**src/rtl/tmr_slave_pkg.sv**
```systemverilog
// Shared types for the timer trigger and slave-mode controller.
// Assumes a 3-bit source field; internal trigger count follows from it.
package tmr_slave_pkg;
    localparam int SEL_W = 3;
    localparam int N_SRC = 2 ** SEL_W;
    localparam int N_ITR = N_SRC - 4;

    typedef enum logic [2:0] {
        ACT_OFF     = 3'b000,
        ACT_QUAD1   = 3'b001,
        ACT_QUAD2   = 3'b010,
        ACT_QUAD3   = 3'b011,
        ACT_RESTART = 3'b100,
        ACT_GATE    = 3'b101,
        ACT_START   = 3'b110,
        ACT_EXTCLK  = 3'b111
    } slave_act_e;
endpackage

```
**src/rtl/tsc_trig_select.sv**
```systemverilog
// Trigger source multiplexer. It builds the transition detector on input 1,
// applies external-trigger polarity and selects one source.
// Assumes the inputs are already synchronous to clk.
module tsc_trig_select
    import tmr_slave_pkg::*;
(
    input  logic             clk,
    input  logic             rst_n,
    input  logic [N_ITR-1:0] itr,
    input  logic             ti1f,
    input  logic             ti2f,
    input  logic             etr,
    input  logic             etr_pol,
    input  logic [SEL_W-1:0] sel,
    output logic             trgi
);
    logic             ti1_d;
    logic             ti1_chg;
    logic [N_SRC-1:0] src;

    // Hold last input-1 level for transition detection.
    always_ff @(posedge clk) begin
        if (!rst_n) ti1_d <= 1'b0;
        else        ti1_d <= ti1f;
    end

    assign ti1_chg = ti1f ^ ti1_d;

    for (genvar g = 0; g < N_ITR; g++) begin : g_itr
        assign src[g] = itr[g];
    end
    assign src[N_ITR]     = ti1_chg;
    assign src[N_ITR + 1] = ti1f;
    assign src[N_ITR + 2] = ti2f;
    assign src[N_ITR + 3] = etr ^ etr_pol;

    // Pick the configured source.
    always_comb trgi = src[sel];
endmodule

```
**src/rtl/tsc_edge_det.sv**
```systemverilog
// Rising-edge finder for the selected trigger. It compares against a
// registered copy, so an edge is seen in the cycle the trigger first reads high.
module tsc_edge_det (
    input  logic clk,
    input  logic rst_n,
    input  logic trgi,
    output logic rise
);
    logic trgi_d;

    // Registered copy of the trigger.
    always_ff @(posedge clk) begin
        if (!rst_n) trgi_d <= 1'b0;
        else        trgi_d <= trgi;
    end

    assign rise = trgi & ~trgi_d;
endmodule

```
**src/rtl/tsc_mode_ctrl.sv**
```systemverilog
// Configuration and enable registers plus the per-action decode of counter
// tick and restart. Assumes a source change is only legal while the action is off.
module tsc_mode_ctrl
    import tmr_slave_pkg::*;
(
    input  logic             clk,
    input  logic             rst_n,
    input  logic             cfg_we,
    input  logic [7:0]       cfg_wdata,
    input  logic             en_we,
    input  logic             en_d,
    input  logic             trgi,
    input  logic             rise,
    output logic [SEL_W-1:0] sel,
    output logic [7:0]       cfg_rdata,
    output logic             cnt_en,
    output logic             tick,
    output logic             restart
);
    slave_act_e       act_q;
    logic [SEL_W-1:0] sel_q;
    logic             en_q;
    logic             wr_block;

    assign wr_block = (act_q != ACT_OFF) && (cfg_wdata[6:4] != sel_q);

    // Store configuration unless the write would move the source mid-use.
    always_ff @(posedge clk) begin
        if (!rst_n) begin
            act_q <= ACT_OFF;
            sel_q <= '0;
        end else if (cfg_we && !wr_block) begin
            act_q <= slave_act_e'(cfg_wdata[2:0]);
            sel_q <= cfg_wdata[6:4];
        end
    end

    // Count enable: software write wins, start action may set it.
    always_ff @(posedge clk) begin
        if (!rst_n)                                 en_q <= 1'b0;
        else if (en_we)                             en_q <= en_d;
        else if (act_q == ACT_START && rise)        en_q <= 1'b1;
    end

    // Decode how the trigger steers the counter this cycle.
    always_comb begin
        restart = 1'b0;
        case (act_q)
            ACT_RESTART: begin
                tick    = en_q;
                restart = rise;
            end
            ACT_GATE:    tick = en_q & trgi;
            ACT_EXTCLK:  tick = en_q & rise;
            default:     tick = en_q;
        endcase
    end

    assign sel       = sel_q;
    assign cnt_en    = en_q;
    assign cfg_rdata = {1'b0, sel_q, 1'b0, act_q};
endmodule

```
**src/rtl/tsc_counter.sv**
```systemverilog
// Up-counter with reload wrap and update pulse. Assumes restart has priority
// over a tick in the same cycle.
module tsc_counter #(
    parameter int CNT_W = 16
) (
    input  logic             clk,
    input  logic             rst_n,
    input  logic [CNT_W-1:0] reload,
    input  logic             tick,
    input  logic             restart,
    output logic [CNT_W-1:0] cnt_q,
    output logic             upd
);
    localparam logic [CNT_W-1:0] STEP = CNT_W'(1);

    // Advance, wrap or restart the count; flag each return to zero.
    always_ff @(posedge clk) begin
        if (!rst_n) begin
            cnt_q <= '0;
            upd   <= 1'b0;
        end else begin
            upd <= 1'b0;
            if (restart) begin
                cnt_q <= '0;
                upd   <= 1'b1;
            end else if (tick) begin
                if (cnt_q == reload) begin
                    cnt_q <= '0;
                    upd   <= 1'b1;
                end else begin
                    cnt_q <= cnt_q + STEP;
                end
            end
        end
    end
endmodule

```
**src/rtl/tmr_slave_ctrl.sv**
```systemverilog
// Top of the timer trigger and slave-mode controller: source select, edge
// finder, action decode and counter. Assumes all inputs are synchronous to clk.
module tmr_slave_ctrl
    import tmr_slave_pkg::*;
#(
    parameter int CNT_W = 16
) (
    input  logic             clk,
    input  logic             rst_n,
    input  logic             cfg_we,
    input  logic [7:0]       cfg_wdata,
    output logic [7:0]       cfg_rdata,
    input  logic             en_we,
    input  logic             en_d,
    output logic             cnt_en,
    input  logic [CNT_W-1:0] reload,
    input  logic [3:0]       itr,
    input  logic             ti1f,
    input  logic             ti2f,
    input  logic             etr,
    input  logic             etr_pol,
    output logic [CNT_W-1:0] cnt_q,
    output logic             upd
);
    logic [SEL_W-1:0] sel;
    logic             trgi;
    logic             trg_rise;
    logic             tick;
    logic             restart;

    tsc_trig_select u_sel (
        .clk     (clk),
        .rst_n   (rst_n),
        .itr     (itr),
        .ti1f    (ti1f),
        .ti2f    (ti2f),
        .etr     (etr),
        .etr_pol (etr_pol),
        .sel     (sel),
        .trgi    (trgi)
    );

    tsc_edge_det u_edge (
        .clk   (clk),
        .rst_n (rst_n),
        .trgi  (trgi),
        .rise  (trg_rise)
    );

    tsc_mode_ctrl u_mode (
        .clk       (clk),
        .rst_n     (rst_n),
        .cfg_we    (cfg_we),
        .cfg_wdata (cfg_wdata),
        .en_we     (en_we),
        .en_d      (en_d),
        .trgi      (trgi),
        .rise      (trg_rise),
        .sel       (sel),
        .cfg_rdata (cfg_rdata),
        .cnt_en    (cnt_en),
        .tick      (tick),
        .restart   (restart)
    );

    tsc_counter #(.CNT_W(CNT_W)) u_cnt (
        .clk     (clk),
        .rst_n   (rst_n),
        .reload  (reload),
        .tick    (tick),
        .restart (restart),
        .cnt_q   (cnt_q),
        .upd     (upd)
    );
endmodule

```
**config.mk**
```make
export PLATFORM = sky130hd
export DESIGN_NAME = tmr_slave_ctrl
export DESIGN_NICKNAME = d
export VERILOG_FILES = /design/src/rtl/tmr_slave_pkg.sv /design/src/rtl/tsc_trig_select.sv /design/src/rtl/tsc_edge_det.sv /design/src/rtl/tsc_mode_ctrl.sv /design/src/rtl/tsc_counter.sv /design/src/rtl/tmr_slave_ctrl.sv
export SDC_FILE = /design/constraint.sdc
export NUM_CORES = 1
export LEC_CHECK = 0
export ABC_AREA = 1
export BUFFER_PORTS_ARGS = -buffer_cell sky130_fd_sc_hd__buf_2
export CAP_MARGIN = 40
export CORE_AREA = 8 8 90 92
export CTS_CLUSTER_SIZE = 16
export DETAILED_ROUTE_END_ITERATION = 10
export DIE_AREA = 0 0 98 100
export HOLD_SLACK_MARGIN = 0.12
export PLACE_DENSITY = 0.49
export SYNTH_ARGS = -nofsm -noshare
export SYNTH_HDL_FRONTEND = slang
export SYNTH_SLANG_ARGS = --single-unit
```
**constraint.sdc**
```tcl
create_clock -name clk -period 1.6 [get_ports clk]
set_clock_uncertainty 0.1 [all_clocks]
set_input_delay 0.24 -clock clk [delete_from_list [all_inputs] [get_ports clk]]
set_output_delay 0.24 -clock clk [all_outputs]
set_load 0.02 [all_outputs]
```
==> metrics <==
diode count 0; hold path depth 3; VDD IR max 0.468 mV; Setup Viol. Count Final 0; global placement routability congestion 0.836; clk_lat worst skew 0.28 ns; Worst Hold Path EP u_mode.act_q[1]; yosys warns 0; # rows 30; FF-to-FF End u_cnt.cnt_q[12]; CTS Root Cell clkbuf_8; Num CTS Buffers 3; wire per inst 12.0 um; Comb pwr share 28.7%; Net Sw Power 0.600 mW; Area Overhead vs Synth 41.8%; setup slack after layout 0.0496 ns; commonest cells after routing, fill and taps aside nand2_1 (92), buf_2 (58), inv_1 (35), nor2_1 (27), nand3_1 (24); layout cells sized above 1 37.8%; path depth of the worst reg2reg path 8; number of vias per cell 4.51; worst hold start cfg_wdata[1]; Final Net Count 436; Cell variety after synth 26; R2R setup slack 0.05 ns; H-tree levels 1; fin crit share 96.9%; final hold vios 0; post-synthesis register bit count 26; post-synthesis sequential area ratio 26.9%; Core Util, Final 41.3%; Max Fclk 645 MHz; Mapped Cells 318; Sink Count 26; first-pass GRT wire length 9.40 mm; worst min-delay path class primary input to flop; via count 2150; CP Class flop to flop; critical path startpoint u_cnt.cnt_q[1]; vias in the first global route 2058; clock buffer depth 2; startpoint types flop; initial drt markers 60; LEAKAGE 1.29 nW; width of the die 98 um; antenna violations before repair 0; worst reg2reg path startpoint u_cnt.cnt_q[1]; Ports 63; Worst setup EP type flop; final WL 5.72 mm; Initial Utilization 29.1%; Syn Area/Cell 6.09 um2; commonest non-fill, non-tap cell in the layout nand2_1; crit-path max FO 5; sequential power share 40.4%; cell-internal power 1.23 mW; max-cap viol count 0; Die Span Y 100 um; Placed Area 2420 um2; clock slew at reported path FFs 0.10 ns; DRC Markers 0; grt total ovfl 0; IO buf count 58; DRT Pass-1 Iters 4; Total GRT Usage 11.3%; DRT antenna net count 0; CTS tree done; final max-slew violation count 0; die area 9800 um2; switch share 32.8%; PD cells 667 nW/um2; Detail Placement HPWL 4.32 mm; Setup WS pre-CTS 0.0144 ns; RSZ-0062 raised after global routing true; Clock power frac 30.9%; core footprint 6640 um2; pin count of the biggest net entering global routing 17; mapped cell area 1940 um2; CP required 1.72 ns; Tmin final 1.55 ns; design area 2750 um2; status finished, final reports clean; WP data arrival 1.67 ns
synthesized netlist by cell type, drive strengths merged:
library cell  count  area, um2
conb              1       3.75
nand2           105        422
nor3              4       20.0
o21ai             8       40.0
a21oi            36        221
nand4             3       18.8
nand3            30        155
o21bai            1       7.51
xnor2             4       35.0
nor2             35        139
nand3b            1       7.51
dfxtp            26        521
ha                1       12.5
buf              11       78.8
o31ai             1       7.51
xor2             11       96.3
inv              40        150
area by class of cell:
type	instances	area (um2)
Multi-Input combinational cell	244	1340
Fill cell	733	3900
Timing Repair Buffer	83	510
Tap cell	80	100
Clock buffer	3	41.3
Inverter	40	155
Sequential cell	26	571
Clock inverter	1	30.0
logic make-up (layout without fill, tap and decap cells):
| group | count (synthesis) | in the layout | share of synthesized area, % |
|---|---|---|---|
| AND/OR/NAND/NOR | 178 | 180 | 39.4 |
| buffers and inverters | 51 | 127 | 11.8 |
| AO/OA/AOI/OAI | 46 | 46 | 14.3 |
| flip-flops | 26 | 26 | 26.9 |
| XOR/XNOR | 15 | 15 | 6.79 |
| adder cells (fa/ha/maj) | 1 | 1 | 0.646 |
| other | 1 | 2 | 0.194 |
how the worst max path moves through the flow:
stage / end / slack (ns) / depth (start not counted)
final: u_cnt.cnt_q[12] / 0.05 / 8
after global placement: u_cnt.cnt_q[1] / 0.009 / 11
after floorplan: u_cnt.cnt_q[0] / 0.007 / 10
after detailed placement: u_cnt.cnt_q[1] / 0.01 / 11
after CTS: u_cnt.cnt_q[9] / 0.0006 / 8
after global routing: u_cnt.cnt_q[1] / -0.03 / 11
timing repair:
| action | in CTS | in global routing |
|---|---|---|
| endpoints found under the hold margin | 2 | 0 |
| gates resized for setup | 1 | 53 |
| gates cloned | 0 | 2 |
| buffers inserted | 0 | 5 |
| hold buffers | 2 | 0 |
| pin swaps | 0 | 10 |
| endpoints found under the setup margin | 2 | 23 |
power groups by stage:
| stage | sequential, mW | clock (mW) | combinational (mW) |
|---|---|---|---|
| after floorplan | 0.791 | 0 | 0.271 |
| after global placement | 0.761 | 0 | 0.433 |
| after detailed placement | 0.760 | 0 | 0.436 |
| after CTS | 0.746 | 0.588 | 0.445 |
| after global routing | 0.749 | 0.617 | 0.591 |
| final | 0.739 | 0.567 | 0.526 |
metal layers:
metal	vias to the layer above	track usage, %	wire, um
li1	1168	-	-
met1	933	13.4	2640
met2	42	20.0	2740
met3	7	3.39	297
met4	0	1.44	44
met5	-	0	0
worst max-delay path, cell delays in order (launching register included):
cell	delay [ns]
dfxtp_4	0.40
ha_2	0.19
nand2_2	0.09
nor2_4	0.13
nand3_1	0.10
xor2_1	0.15
a21oi_1	0.11
nand3_1	0.09
a21oi_2	0.11
metrics by stage:
step / TNS, ns / cells / hold WS (ns) / power [mW]
finish: 0 / 477 / 0.119 / 1.83
global route: -0.118 / 477 / 0.125 / 1.96
CTS: 0 / 470 / 0.122 / 1.78
detailed placement: 0 / 464 / 0.363 / 1.20
global placement: 0 / 464 / 0.353 / 1.19
floorplan: 0 / 319 / 0.233 / 1.06
state kept, by name, indices dropped and copies added (netlist names):
name	cells
u_sel.ti1_d	1
u_cnt.upd	1
u_cnt.cnt_q	16
u_mode.cnt_en	1
u_edge.trgi_d	1
u_mode.sel	3
u_mode.act_q	3
Power figures use the tool's default switching activity.
